==> src/rtl/uart_tx_fifo.sv <==
`timescale 1ns/1ps
module uart_tx_fifo #(
  parameter int DEPTH = 32,
  parameter int OSR   = 16
) (
  input  logic       clk,
  input  logic       rst_n,
  input  logic       baud_tick,
  input  logic       wr_en,
  input  logic [7:0] wr_data,
  input  logic       fifo_mode,
  input  logic [1:0] word_len,
  input  logic       parity_en,
  input  logic       parity_even,
  input  logic       stop_two,
  input  logic [1:0] trig_sel,
  input  logic       tx_int_en,
  input  logic       isr_rd,
  input  logic       cts_flow_en,
  input  logic       cts_n,
  output logic       txd,
  output logic       hold_empty,
  output logic       shift_empty,
  output logic       tx_int
);
  localparam int AW = $clog2(DEPTH);
  localparam int CW = AW + 1;
  localparam int TW = $clog2(OSR);
  localparam int FW = 12;

  logic [7:0]    mem [DEPTH];
  logic [AW-1:0] wp, rp;
  logic [CW-1:0] cnt, cnt_prev, trig;
  logic [FW-1:0] sreg, frame;
  logic [3:0]    bits_left, dbits, flen;
  logic [TW-1:0] tcnt;
  logic          busy, mode_q, pend, par;
  logic [7:0]    head, mask;

  wire [CW-1:0] cap   = fifo_mode ? CW'(DEPTH) : CW'(1);
  wire          push  = wr_en && (cnt < cap);
  wire          cts_ok = !cts_flow_en || !cts_n;
  wire          pop   = baud_tick && !busy && (cnt != 0) && cts_ok;
  wire          flush = fifo_mode != mode_q;

  assign hold_empty  = (cnt == 0);
  assign shift_empty = hold_empty && !busy;
  assign txd         = busy ? sreg[0] : 1'b1;
  assign tx_int      = pend && tx_int_en;

  always_comb begin
    case (trig_sel)
      2'd0:    trig = CW'(DEPTH / 4);
      2'd1:    trig = CW'(DEPTH / 2);
      2'd2:    trig = CW'((3 * DEPTH) / 4);
      default: trig = CW'(DEPTH - 2);
    endcase
  end

  always_comb begin
    dbits = 4'd5 + {2'b00, word_len};
    head  = mem[rp];
    mask  = 8'hFF >> (4'd8 - dbits);
    par   = (^(head & mask)) ^ !parity_even;
    frame = '1;
    frame[0] = 1'b0;
    for (int i = 0; i < 8; i++)
      if (i < int'(dbits)) frame[1 + i] = head[i];
    if (parity_en) frame[int'(dbits) + 1] = par;
    flen = 4'd2 + dbits + {3'b000, parity_en} + {3'b000, stop_two};
  end

  always_ff @(posedge clk)
    if (push) mem[wp] <= wr_data;

  always_ff @(posedge clk or negedge rst_n) begin
    if (!rst_n) begin
      wp <= '0; rp <= '0; cnt <= '0; mode_q <= 1'b0;
    end else if (flush) begin
      wp <= '0; rp <= '0; cnt <= '0; mode_q <= fifo_mode;
    end else begin
      if (push) wp <= (wp == AW'(DEPTH - 1)) ? '0 : wp + 1'b1;
      if (pop)  rp <= (rp == AW'(DEPTH - 1)) ? '0 : rp + 1'b1;
      cnt <= cnt + CW'(push) - CW'(pop);
    end
  end

  always_ff @(posedge clk or negedge rst_n) begin
    if (!rst_n) begin
      busy <= 1'b0; sreg <= '1; bits_left <= '0; tcnt <= '0;
    end else if (pop) begin
      busy <= 1'b1; sreg <= frame; bits_left <= flen; tcnt <= '0;
    end else if (busy && baud_tick) begin
      if (tcnt == TW'(OSR - 1)) begin
        tcnt      <= '0;
        sreg      <= {1'b1, sreg[FW-1:1]};
        bits_left <= bits_left - 1'b1;
        if (bits_left == 4'd1) busy <= 1'b0;
      end else begin
        tcnt <= tcnt + 1'b1;
      end
    end
  end

  wire evt = ((cnt_prev != 0) && (cnt == 0)) ||
             (fifo_mode && (cnt_prev >= trig) && (cnt < trig));

  always_ff @(posedge clk or negedge rst_n) begin
    if (!rst_n) begin
      cnt_prev <= '0; pend <= 1'b0;
    end else begin
      cnt_prev <= cnt;
      pend     <= evt || (pend && !(wr_en || isr_rd));
    end
  end
endmodule

==> config.mk <==
export PLATFORM = sky130hd
export DESIGN_NAME = uart_tx_fifo
export DESIGN_NICKNAME = d
export VERILOG_FILES = /design/src/rtl/uart_tx_fifo.sv
export SDC_FILE = /design/constraint.sdc
export NUM_CORES = 1
export LEC_CHECK = 0
export ABC_AREA = 1
export BUFFER_PORTS_ARGS = -buffer_cell sky130_fd_sc_hd__buf_2
export CAP_MARGIN = 20
export CORE_ASPECT_RATIO = 2
export CORE_MARGIN = 2
export CORE_UTILIZATION = 28
export CTS_BUF_LIST = sky130_fd_sc_hd__clkbuf_2 sky130_fd_sc_hd__clkbuf_4 sky130_fd_sc_hd__clkbuf_8
export DETAILED_ROUTE_END_ITERATION = 10
export SYNTH_ARGS = -nofsm -noshare
export SYNTH_HDL_FRONTEND = slang
export SYNTH_SLANG_ARGS = --single-unit
==> constraint.sdc <==
create_clock -name clk -period 4.4 [get_ports clk]
set_input_delay 0 -clock clk [delete_from_list [all_inputs] [get_ports clk]]
set_output_delay 0 -clock clk [all_outputs]
set_load 0.03 [all_outputs]
==> impl_summary.txt, run 1 <==
----------------------------------------------------
[Worst setup path]
  Ordered list of cells on the worst path ... inv_1, ha_1, nand2_1, a31oi_1, nor3_1, nand2_1, nor2_1
  Delay of the slowest cell on the worst path ... approximately 930 ps
  Kind of capture point of the worst setup path ... flip-flop
  Crit path buffers/inverters ... 1
  Required time of the critical path ... roughly 4600 ps
  Cell with the biggest individual delay on the critical path ... sky130_fd_sc_hd__nor2_1
  Crit-path most repeated cell ... sky130_fd_sc_hd__nand2_1
  Launching element type of the critical path ... flip-flop
  Worst path arrival time ... 3410 ps
  Reg2reg path depth ... 7
  Type of the setup path with the least slack ... flip-flop to flip-flop
  Setup slack on the worst flop-to-flop path ... approximately 1200 ps
  Crit Reg-Reg Endpoint ... mem[21][0]
  Cell class contributing the biggest share of worst-path delay ... simple AND/OR/NAND/NOR gates
  Largest fanout on the critical path ... 8
  Critical R2R Launch ... cnt[2]

[Place]
  Number of buffers added on ports ... 27
  Worst setup slack before clock tree synthesis ... ~1300 ps
  Final HPWL DP ... approximately 24,000 um
  Routability Congestion ... 0.8471

[STA]
  Final worst path period need ... around 3200 ps
  Relative slew slack ... 0.3299
  Setup violations, final ... 0
  Setup repair after global routing missed its margin ... no
  Final cycle utilization of the critical path ... 0.7343
  Endpoints failing hold ... 0
  Worst Slack Setup Final ... between 1000 and 1500 ps
  Slew of the pin with the lowest slew margin ... approximately 1000 ps
  Total count of max-transition violations in the final report ... 0
  Maximum achievable frequency ... 309.5 MHz
  Setup TNS ... 0 ps
  Maximum clock skew at final layout ... 25.94 ps

[Logic synthesis]
  Dominant cell by count in the synthesized netlist ... sky130_fd_sc_hd__nand2_1
  Net count after synthesis ... 1,406
  Count of mapped cells out of synthesis ... 1,343
  Leading cell types by total area after synthesis ... sky130_fd_sc_hd__edfxtp_1 (56%), sky130_fd_sc_hd__nand2_1 (12%), sky130_fd_sc_hd__nand3_1 (8.9%)
  Post-Syn Area ... between 10,000 and 15,000 um2
  Cell variety after synth ... 34
  Most common flop cell mapped by yosys ... sky130_fd_sc_hd__edfxtp_1
  Cell types with the highest counts after synthesis ... sky130_fd_sc_hd__nand2_1 (449), sky130_fd_sc_hd__edfxtp_1 (256), sky130_fd_sc_hd__nand3_1 (244)
  Yosys warns ... 0
  #FFs+latches synth ... about 300
  Fraction of post-synthesis cell area in the top cell type by area ... 0.5622
  Portion of the post-synthesis area used by sequential elements ... 0.6456
  Post-Synthesis Mean Instance Area ... 10.18 um2
  Biggest area consumer among synthesized cells ... sky130_fd_sc_hd__edfxtp_1
  Async S/R FF share, synth ... 0.1495
  Number of enable flip-flop cells after synthesis ... ~260

[Detailed routing]
  Final WL ... about 36,000 um
  Count of routing violations after the opening detailed-route iteration ... ~730
  Via count ... 9,661
  Vias/cell ... around 4.7
  Number of remaining DRC errors ... 0
  Antenna-violating nets left ... 0
  Number of search-and-repair iterations in the first detailed-routing pass ... 5
  Routed wire length per instance ... roughly 18 um

[Floorplan]
  Number of ports placed on the die boundary ... 28
  Placeable Area ... between 40,000 and 50,000 um2
  Starting Density ... 0.2828
  Chip Width ... 160.3 um
  DIE AREA ... around 51,000 um2
  Die height ... 316.5 um
  Cell Rows ... 114

[Clock tree]
  Number of buffers added by the clock tree synthesis step ... 40
  Number of sinks handled by clock tree synthesis ... 301
  Clock-pin slew on the worst setup and hold paths ... roughly 70 ps
  CTS tree ... done
  CTS-repair resized insts ... 0
  Number of levels in the clock H-tree ... 2
  Root buffer cell ... sky130_fd_sc_hd__clkbuf_8
  Worst-skew pair later-pin latency ... 580 ps
  Buffer depth of the longest clock path ... 3

[Status]
  Outcome ... finished, final reports clean

[Power and ir drop]
  Power density cells ... between 400 and 500 nW/um2
  Leakage Power ... slightly below 6 nW
  Power consumption ... 7.472 mW
  Maximum vdd drop ... 195.7 uV

[GRT]
  Remaining Overflow, GRT ... 0
  Global routing usage summed across all routing layers ... 0.1440
  Vias in the first global route ... between 9,000 and 10,000
  Pin count of the biggest net entering global routing ... 79
  Wire length of the first global-routing pass ... ~56,000 um
  Initial antenna violation count ... 2

[Min path]
  Hold worst-path end ... mem[5][2]
  Classification of the worst-slack hold path ... input port to flip-flop
  Min-Delay Path Depth ... 1
  Min-Delay Startpoint ... wr_data[2]

[Layout]
  Area growth from synthesis to layout ... 12.05%
  NumNets Final ... between 1,000 and 1,500
  Fraction of layout instances using a drive strength above 1 ... 0.08736

[Run]
  Count of maximum capacitance violations ... 0

----------------------------------------------------
==> cell families after synthesis <==
kind of cell    share of synthesized area
buf+inv                           0.04236
simple gates                       0.2413
xor+xnor                         0.005124
compound gates                    0.02882
flops                              0.6456
fa+ha+maj                         0.03678
==> power breakdown <==
| part | internal (mW) | leakage, nW | switching [mW] |
|---|---|---|---|
| Sequential | 3.33 | 2.85 | 0.118 |
| Clock | 1.02 | 0.403 | 1.05 |
| Combinational | 0.618 | 2.66 | 1.34 |
| Total | 4.97 | 5.91 | 2.50 |
==> flip-flops by register name, indices dropped and copies added, names as in the netlist <==
name,cells
mem,256
cnt,6
wp,5
cnt_prev,6
rp,5
bits_left,4
mode_q,1
pend,1
busy,1
tcnt,4
sreg,12
==> worst reg2reg max path, delay by kind of cell, from the launching register on <==
kind,cells,cell delay [ps]
AND/OR/NAND/NOR,4,2080
flip-flops,1,390
adder cells (fa/ha/maj),1,230
buffers and inverters,1,100
AO/OA/AOI/OAI,1,60
==> per-stage QoR <==
step	hold slack (ps)	util	cells	instance area [um2]
floorplan	-295.6	-	1343	13670
global placement	136.5	0.2989	1963	14450
detailed placement	143.7	0.2989	1963	14450
CTS	1.798	0.3168	2046	15320
global route	33.36	0.3169	2047	15320
finish	19.82	0.3169	2047	15320
==> worst max-delay path by stage <==
| stage | startpoint | endpoint | slack [ps] | cells past startpoint |
|---|---|---|---|---|
| floorplan | cnt[2] | cnt[4] | 1560 | 17 |
| global placement | cnt[2] | cnt[4] | 1380 | 17 |
| detailed placement | cnt[2] | mem[20][7] | 1250 | 7 |
| CTS | cnt[2] | mem[20][3] | 1240 | 7 |
| global route | rp[2] | sreg[1] | 960 | 18 |
| finish | cnt[2] | mem[21][0] | 1170 | 7 |
==> placed cells by master, fill, tap and decap left out, types with 2 or more instances in the layout <==
cell type	n
sky130_fd_sc_hd__buf_4	16
sky130_fd_sc_hd__or2_2	2
sky130_fd_sc_hd__o21ai_0	24
sky130_fd_sc_hd__edfxtp_1	256
sky130_fd_sc_hd__buf_2	27
sky130_fd_sc_hd__xor2_1	6
sky130_fd_sc_hd__clkbuf_4	11
sky130_fd_sc_hd__nor2_1	82
sky130_fd_sc_hd__dfrtp_1	31
sky130_fd_sc_hd__nor4_1	2
sky130_fd_sc_hd__o211ai_1	3
sky130_fd_sc_hd__dfstp_2	12
sky130_fd_sc_hd__buf_12	2
sky130_fd_sc_hd__ha_1	37
sky130_fd_sc_hd__nand2_1	449
sky130_fd_sc_hd__clkinv_1	15
sky130_fd_sc_hd__dlygate4sd3_1	11
sky130_fd_sc_hd__o21ai_1	4
sky130_fd_sc_hd__clkinv_2	7
sky130_fd_sc_hd__inv_1	65
sky130_fd_sc_hd__a31oi_1	3
sky130_fd_sc_hd__xnor2_1	2
sky130_fd_sc_hd__o22ai_1	2
sky130_fd_sc_hd__nor3_1	7
sky130_fd_sc_hd__nand4_1	3
sky130_fd_sc_hd__nand3_1	244
sky130_fd_sc_hd__a21oi_1	32
sky130_fd_sc_hd__clkbuf_8	41
sky130_fd_sc_hd__fa_1	2
==> area by class of cell <==
type	count	area [um2]
well taps	638	798.3
multi-input cells	910	4267
repair buffers	56	405.4
clock buffers	52	646.9
diodes	1	2.502
clock inverters	20	108.9
inverters	69	260.3
flip-flops and latches	301	8833
fillers	4893	33030
==> what timing repair did <==
item                                   CTS  global route
hold buffers                            11             0
endpoints found under the hold margin   93             0
setup buffers                            0             0
==> layer usage <==
| metal | track usage | up-vias | share of wire |
|---|---|---|---|
| met1 | 0.1290 | 4605 | 0.32 |
| met3 | 0.01779 | 116 | 0.043 |
| met4 | 0.1226 | 2 | 0.089 |
| met2 | 0.2819 | 290 | 0.54 |
| li1 | - | 4648 | - |
| met5 | 0 | - | 0.00019 |
Note: power is estimated with default switching activity, not from simulation.
==> run 2: changes to the inputs <==
- ABC_AREA: 1 -> 0
- clock period: 4.4 -> 3.1 ns (I/O delays scaled with it)
==> impl_summary.txt, run 2 <==
----------------------------------------------------
[STA]
  Setup violations, final ... 12
  Worst Slack Setup Final ... -382.7 ps
  Final worst path period need ... around 3500 ps
  Final cycle utilization of the critical path ... 1.123
  Relative slew slack ... 0.4628
  Slew of the pin with the lowest slew margin ... roughly 800 ps
  Total count of max-transition violations in the final report ... 0
  Maximum achievable frequency ... 287.1 MHz
  Setup repair after global routing missed its margin ... yes
  Endpoints failing hold ... 0
  Maximum clock skew at final layout ... 29.09 ps

[Layout]
  Register with the most flip-flops ... mem
  Top library cells by usage in the layout, fill and taps aside ... sky130_fd_sc_hd__edfxtp_1 (256), sky130_fd_sc_hd__buf_4 (85), sky130_fd_sc_hd__mux4_2 (70)
  Fraction of layout instances using a drive strength above 1 ... 0.3231
  Final cell count without fillers ... between 1,000 and 1,500
  Post-route cell area ... approximately 16,000 um2
  Area growth from synthesis to layout ... 20.42%
  NumNets Final ... 950
  Largest register FFs ... 256
  Filler cell count ... ~4,300
  Most common library cell in the layout ignoring fill and taps ... sky130_fd_sc_hd__edfxtp_1
  Registers with the most flip-flops ... mem: 256 flops, sreg: 12 flops

[Run]
  Count of maximum capacitance violations ... 0

[GRT]
  Met1 track utilization from global routing ... 0.1158
  Global routing usage on met2 ... 0.2731
  Pin count of the biggest net entering global routing ... 36
  Met3 demand-to-capacity share in global routing ... 0.01349
  Global routing usage summed across all routing layers ... 0.1333
  Vias in the first global route ... roughly 7,600
  Initial antenna violation count ... 1
  Routing layer with the top usage in global route ... met2
  Wire length of the first global-routing pass ... between 40,000 and 50,000 um
  Remaining Overflow, GRT ... 0

[Floorplan]
  Placeable Area ... 45,690 um2
  Chip Width ... 156.0 um
  DIE AREA ... between 40,000 and 50,000 um2
  Die height ... approximately 310 um
  Starting Density ... 0.2833
  Number of ports placed on the die boundary ... 28
  Cell Rows ... roughly 110

[Power and ir drop]
  Internal Dissipation ... 7.562 mW
  Part of the total power dissipated in combinational logic ... 0.241
  Reg power frac ... 0.469
  Net switching power ... 2.849 mW
  Maximum vdd drop ... around 290 uV
  Switching Share ... 0.2737
  Leakage Power ... roughly 5.5 nW
  Portion of total power attributed to the clock network ... 0.290
  Power consumption ... 10.41 mW
  Power density cells ... around 670 nW/um2

[Logic synthesis]
  Post-Syn Area ... between 10,000 and 15,000 um2
  Post-Synthesis Mean Instance Area ... roughly 18 um2
  Portion of the post-synthesis area used by sequential elements ... 0.6820
  Biggest area consumer among synthesized cells ... sky130_fd_sc_hd__edfxtp_1
  Adder-cell area share of the yosys netlist ... 0.03886
  Cell variety after synth ... 58
  Fraction of post-synthesis cell area in the top cell type by area ... 0.5939
  Number of enable flip-flop cells after synthesis ... 256
  Most common flop cell mapped by yosys ... sky130_fd_sc_hd__edfxtp_1
  Count of mapped cells out of synthesis ... approximately 730
  Yosys warns ... 0
  Async S/R FF share, synth ... 0.1495
  Synthesized-area fraction occupied by and/or/nand/nor cells ... 0.05432
  Combinational family with the most area after synthesis ... multiplexers
  Compound-Gate Fraction of Synth Area ... 0.03103
  Dominant cell by count in the synthesized netlist ... sky130_fd_sc_hd__edfxtp_1
  Area share of xor/xnor cells in the synthesized design ... 0.01691
  Net count after synthesis ... a little under 800
  Leading cell types by total area after synthesis ... sky130_fd_sc_hd__edfxtp_1 (59%), sky130_fd_sc_hd__mux4_2 (11%), sky130_fd_sc_hd__dfrtp_1 (6.4%)
  #FFs+latches synth ... roughly 300
  Cell types with the highest counts after synthesis ... sky130_fd_sc_hd__edfxtp_1 (256), sky130_fd_sc_hd__mux4_2 (62), sky130_fd_sc_hd__nor2_1 (60)
  Multiplexer area fraction after synthesis ... 0.1530

[Clock tree]
  Buffer depth of the longest clock path ... 3
  CTS tree ... done
  Worst-skew pair later-pin latency ... 570 ps
  Number of levels in the clock H-tree ... 2
  Number of buffers added by the clock tree synthesis step ... 39
  Root buffer cell ... sky130_fd_sc_hd__clkbuf_8
  Clock-pin slew on the worst setup and hold paths ... 70 ps
  Number of sinks handled by clock tree synthesis ... 301

[Detailed routing]
  Routed wire length per instance ... roughly 21 um
  Antenna-violating nets left ... 0
  Via count ... just over 7,000
  Number of search-and-repair iterations in the first detailed-routing pass ... 7
  Final WL ... roughly 31,000 um
  Vias/cell ... around 4.8
  Number of remaining DRC errors ... 0
  Count of routing violations after the opening detailed-route iteration ... approximately 510

[Place]
  Number of buffers added on ports ... 27
  Number of placed instances, taps included ... between 1,000 and 1,500
  Routability Congestion ... slightly above 0.8
  Cell area after placement ... about 14,000 um2
  Worst setup slack before clock tree synthesis ... -572.5 ps
  Final HPWL DP ... between 20,000 and 25,000 um

[Worst setup path]
  Required time of the critical path ... roughly 3600 ps
  Worst path arrival time ... a little under 4000 ps
  Type of the setup path with the least slack ... flip-flop to flip-flop
  Largest fanout on the critical path ... 7
  Launching element type of the critical path ... flip-flop
  Kind of capture point of the worst setup path ... flip-flop

[Status]
  Failing checks ... setup timing
  Outcome ... finished, violations left

[Min path]
  Classification of the worst-slack hold path ... input port to flip-flop

----------------------------------------------------
-- run 2: changes by cell type after synthesis, moves of 9 or more --
cell	previous run	this run
sky130_fd_sc_hd__nor2_1	82	60
sky130_fd_sc_hd__a21oi_1	32	20
sky130_fd_sc_hd__mux4_1	0	18
sky130_fd_sc_hd__buf_2	31	3
sky130_fd_sc_hd__nand3_1	244	15
sky130_fd_sc_hd__xnor2_1	2	11
sky130_fd_sc_hd__buf_4	10	0
sky130_fd_sc_hd__mux4_2	0	62
sky130_fd_sc_hd__inv_1	66	27
sky130_fd_sc_hd__o21ai_0	24	9
sky130_fd_sc_hd__mux2i_1	0	10
sky130_fd_sc_hd__nand2_1	449	45
-- run 2: path summary, 6_finish.rpt --
kind / startpoint / end / slack, ps / depth (start not counted)
worst max-delay path: rp[0] / sreg[1] / -380 / 11
worst min register to register: cnt[4] / cnt_prev[4] / 420 / 0
min in group asynchronous: rst_n / cnt_prev[5] / 60 / 2
max in group asynchronous: rst_n / rp[0] / 2330 / 3
worst min-delay path: wr_data[4] / mem[19][4] / 20 / 1
worst max register to register: rp[0] / sreg[1] / -380 / 11
-- run 2: power groups by stage --
stage / combinational, mW / clock [mW] / sequential [mW]
floorplan: 1.42 / 0 / 4.90
global placement: 1.99 / 0 / 4.96
detailed placement: 2.02 / 0 / 4.98
finish: 2.51 / 3.02 / 4.88
global route: 2.74 / 3.25 / 4.91
CTS: 2.38 / 3.12 / 4.88
-- run 2: metal layers --
metal  vias to the layer above  wire (um)
met4                         0       2222
li1                       3181          -
met2                       146      18700
met3                        79        794
met1                      3642       9528
met5                         -          0
-- run 2: stage by stage --
stage	hold WS, ps	TNS (ps)	util
6_report	17.39	-3835	0.3412
5_1_grt	35.26	-4814	0.3412
4_1_cts	3.170	-3344	0.3397
3_5_place_dp	137.1	-5165	0.3129
3_3_place_gp	128.5	-4673	0.3129
2_1_floorplan	-295.6	-307.9	-
-- run 2: critical path, stage by stage, from the launching register on --
cell and delay (ps):
sky130_fd_sc_hd__dfrtp_4 500, sky130_fd_sc_hd__buf_12 160, sky130_fd_sc_hd__buf_12 140, sky130_fd_sc_hd__buf_4 130, sky130_fd_sc_hd__mux4_2 440, sky130_fd_sc_hd__mux4_2 480
sky130_fd_sc_hd__mux2_4 290, sky130_fd_sc_hd__nand2_2 60, sky130_fd_sc_hd__xnor3_2 460, sky130_fd_sc_hd__xnor3_2 300, sky130_fd_sc_hd__o311a_1 310, sky130_fd_sc_hd__a31oi_1 150
-- run 2: timing repair --
action | 4_1_cts | 5_1_grt
hold buffers | 15 | 0
hold endpoints to repair | 235 | 0
buffers inserted | 10 | 8
gates cloned | 2 | 0
gates resized for setup | 27 | 11
pin swaps | 11 | 8
endpoints found under the setup margin | 12 | 12
-- run 2: area by class of cell --
cell class | instances | area, um2 | area share
clock buffers | 47 | 596.8 | 0.03829
diodes | 1 | 2.502 | 0.0001605
inverters | 30 | 112.6 | 0.007224
well taps | 565 | 706.9 | 0.04535
multi-input cells | 367 | 3892 | 0.2497
repair buffers | 148 | 1247 | 0.08002
clock inverters | 23 | 196.4 | 0.01260
flip-flops and latches | 301 | 8833 | 0.5667
-- run 2: logic make-up (layout without fill, tap and decap cells) --
family,Yosys count,after routing
compound gates,61,61
xor+xnor,21,21
flops,301,301
buf+inv,63,248
simple gates,155,155
mux,91,91
fa+ha+maj,39,39
other cells,0,1
==> run 3: changes to the inputs <==
- HOLD_SLACK_MARGIN: unset -> 0.15
==> impl_summary.txt, run 3 (synthesis results as in run 2) <==
----------------------------------------------------
[Clock tree]
  Buffer depth of the longest clock path ... 3
  Worst-skew pair later-pin latency ... approximately 570 ps
  CTS tree ... done
  Number of levels in the clock H-tree ... 2
  Root buffer cell ... sky130_fd_sc_hd__clkbuf_8
  Number of buffers added by the clock tree synthesis step ... 39
  Clock-pin slew on the worst setup and hold paths ... 70 ps
  Number of sinks handled by clock tree synthesis ... between 300 and 400

[Power and ir drop]
  Part of the total power dissipated in combinational logic ... 0.243
  Leakage Power ... 5.521 nW
  Internal Dissipation ... between 7 and 8 mW
  Reg power frac ... 0.467
  Portion of total power attributed to the clock network ... 0.289
  Switching Share ... 0.2740
  Power density cells ... around 670 nW/um2
  Maximum vdd drop ... around 290 uV
  Net switching power ... 2.860 mW

[Worst setup path]
  Cell with the biggest individual delay on the critical path ... sky130_fd_sc_hd__dfrtp_4
  Type of the setup path with the least slack ... flip-flop to flip-flop
  Reg2reg path depth ... 12
  Delay of the slowest cell on the worst path ... roughly 500 ps
  Required time of the critical path ... around 3600 ps
  Ordered list of cells on the worst path ... buf_12, buf_12, buf_4, mux4_2, mux4_2, mux2_4, nand2_2, xnor3_2, xnor3_2, buf_4, mux2i_1, o21a_1
  Worst path arrival time ... between 3000 and 4000 ps
  Worst Setup EP ... sreg[5]
  Cell class contributing the biggest share of worst-path delay ... multiplexers
  Worst setup path start ... rp[0]
  Crit Reg-Reg Endpoint ... sreg[5]
  Crit path buffers/inverters ... 4
  Setup slack on the worst flop-to-flop path ... -370 ps
  Largest fanout on the critical path ... 7
  Launching element type of the critical path ... flip-flop
  Critical path depth in cells ... 12
  Kind of capture point of the worst setup path ... flip-flop
  Critical R2R Launch ... rp[0]

[Place]
  Routability Congestion ... roughly 0.81
  Worst setup slack before clock tree synthesis ... -572.5 ps
  Final HPWL DP ... 22,630 um
  Number of buffers added on ports ... 27
  Number of placed instances, taps included ... ~1,400

[Detailed routing]
  Number of search-and-repair iterations in the first detailed-routing pass ... 4
  Final WL ... ~32,000 um
  Number of remaining DRC errors ... 0
  Via count ... 7,079
  Count of routing violations after the opening detailed-route iteration ... 459
  Routed wire length per instance ... 21.21 um
  Vias/cell ... between 4 and 5
  Antenna-violating nets left ... 0

[STA]
  Setup TNS ... -3786 ps
  Maximum achievable frequency ... roughly 290 MHz
  Relative slew slack ... 0.5451
  Setup repair after global routing missed its margin ... yes
  Final cycle utilization of the critical path ... 1.119
  Maximum clock skew at final layout ... 31.12 ps
  Total count of max-transition violations in the final report ... 0
  Slew of the pin with the lowest slew margin ... slightly below 700 ps
  Worst Slack Setup Final ... -370.1 ps
  Setup violations, final ... 12
  Final worst path period need ... 3470 ps
  Endpoints failing hold ... 0

[Layout]
  Final cell count without fillers ... around 1,500
  Register with the most flip-flops ... mem
  Top library cells by usage in the layout, fill and taps aside ... sky130_fd_sc_hd__edfxtp_1 (256), sky130_fd_sc_hd__buf_4 (85), sky130_fd_sc_hd__mux4_2 (70)
  Area growth from synthesis to layout ... 21.04%
  Most common library cell in the layout ignoring fill and taps ... sky130_fd_sc_hd__edfxtp_1
  NumNets Final ... ~960
  Largest register FFs ... around 260
  Fraction of layout instances using a drive strength above 1 ... 0.3218
  Filler cell count ... ~4,300
  Registers with the most flip-flops ... mem: 256 flops, sreg: 12 flops

[Floorplan]
  Number of ports placed on the die boundary ... 28
  Placeable Area ... between 40,000 and 50,000 um2
  Starting Density ... 0.2833
  Die height ... 308.1 um
  Cell Rows ... between 100 and 150
  DIE AREA ... a little under 50,000 um2
  Chip Width ... between 150 and 200 um

[Run]
  Count of maximum capacitance violations ... 0

[GRT]
  Global routing usage summed across all routing layers ... 0.1341
  Vias in the first global route ... 7,664
  Wire length of the first global-routing pass ... about 47,000 um
  Remaining Overflow, GRT ... 0
  Pin count of the biggest net entering global routing ... 33
  Initial antenna violation count ... 1

[Status]
  Failing checks ... setup timing
  Outcome ... finished, violations left

[Min path]
  Classification of the worst-slack hold path ... input port to async pin

----------------------------------------------------
-- run 3: repair_timing --
item,CTS,global route
setup buffers,10,8
endpoints found under the hold margin,338,0
gates cloned,2,0
pin swaps,11,8
resized for setup,27,11
setup endpoints to repair,12,12
hold buffers,22,0
-- run 3: worst reg2reg max path: cells and delay by family (launching register included) --
kind            cells  cell delay (ps)
compound gates      1              130
mux                 4             1340
simple gates        1               60
flops               1              500
buf+inv             4              620
xor+xnor            2              760
-- run 3: per-layer routing --
layer	wire [um]	global-route usage
met5	0	0
met4	2130	0.09366
met3	817	0.01363
met2	18980	0.2753
met1	9655	0.1159
-- run 3: area by class of cell --
class                   instances  area, um2  share of cell area
flip-flops and latches        301       8833              0.5638
multi-input cells             367       3892              0.2484
repair buffers                155       1328             0.08472
well taps                     565      706.9             0.04512
clock buffers                  47      596.8             0.03809
clock inverters                23      196.4             0.01254
inverters                      30      112.6            0.007187
diodes                          1      2.502           0.0001597
-- run 3: power by group through the flow --
stage,registers (mW),clock network (mW),logic (mW)
detailed placement,4.98,0,2.02
floorplan,4.90,0,1.42
global placement,4.96,0,1.99
finish,4.88,3.02,2.54
global route,4.91,3.25,2.77
CTS,4.88,3.12,2.40
-- run 3: worst min path at each step --
stage,endpoint,slack (ps),cells past startpoint
2_1_floorplan,bits_left[0],-300,0
3_3_place_gp,cnt_prev[4],130,1
3_5_place_dp,cnt_prev[5],140,1
4_1_cts,mode_q,180,2
5_1_grt,mode_q,220,2
6_report,sreg[6],210,2
-- run 3: stage by stage --
stage | hold slack (ps) | area (um2) | utilization | total power [mW]
final | 210.5 | 15670 | 0.3429 | 10.44
after global routing | 215.8 | 15670 | 0.3429 | 10.93
after CTS | 182.6 | 15600 | 0.3414 | 10.40
after detailed placement | 137.1 | 14300 | 0.3129 | 7.000
after global placement | 128.5 | 14300 | 0.3129 | 6.950
after floorplan | -295.6 | 12940 | - | 6.326
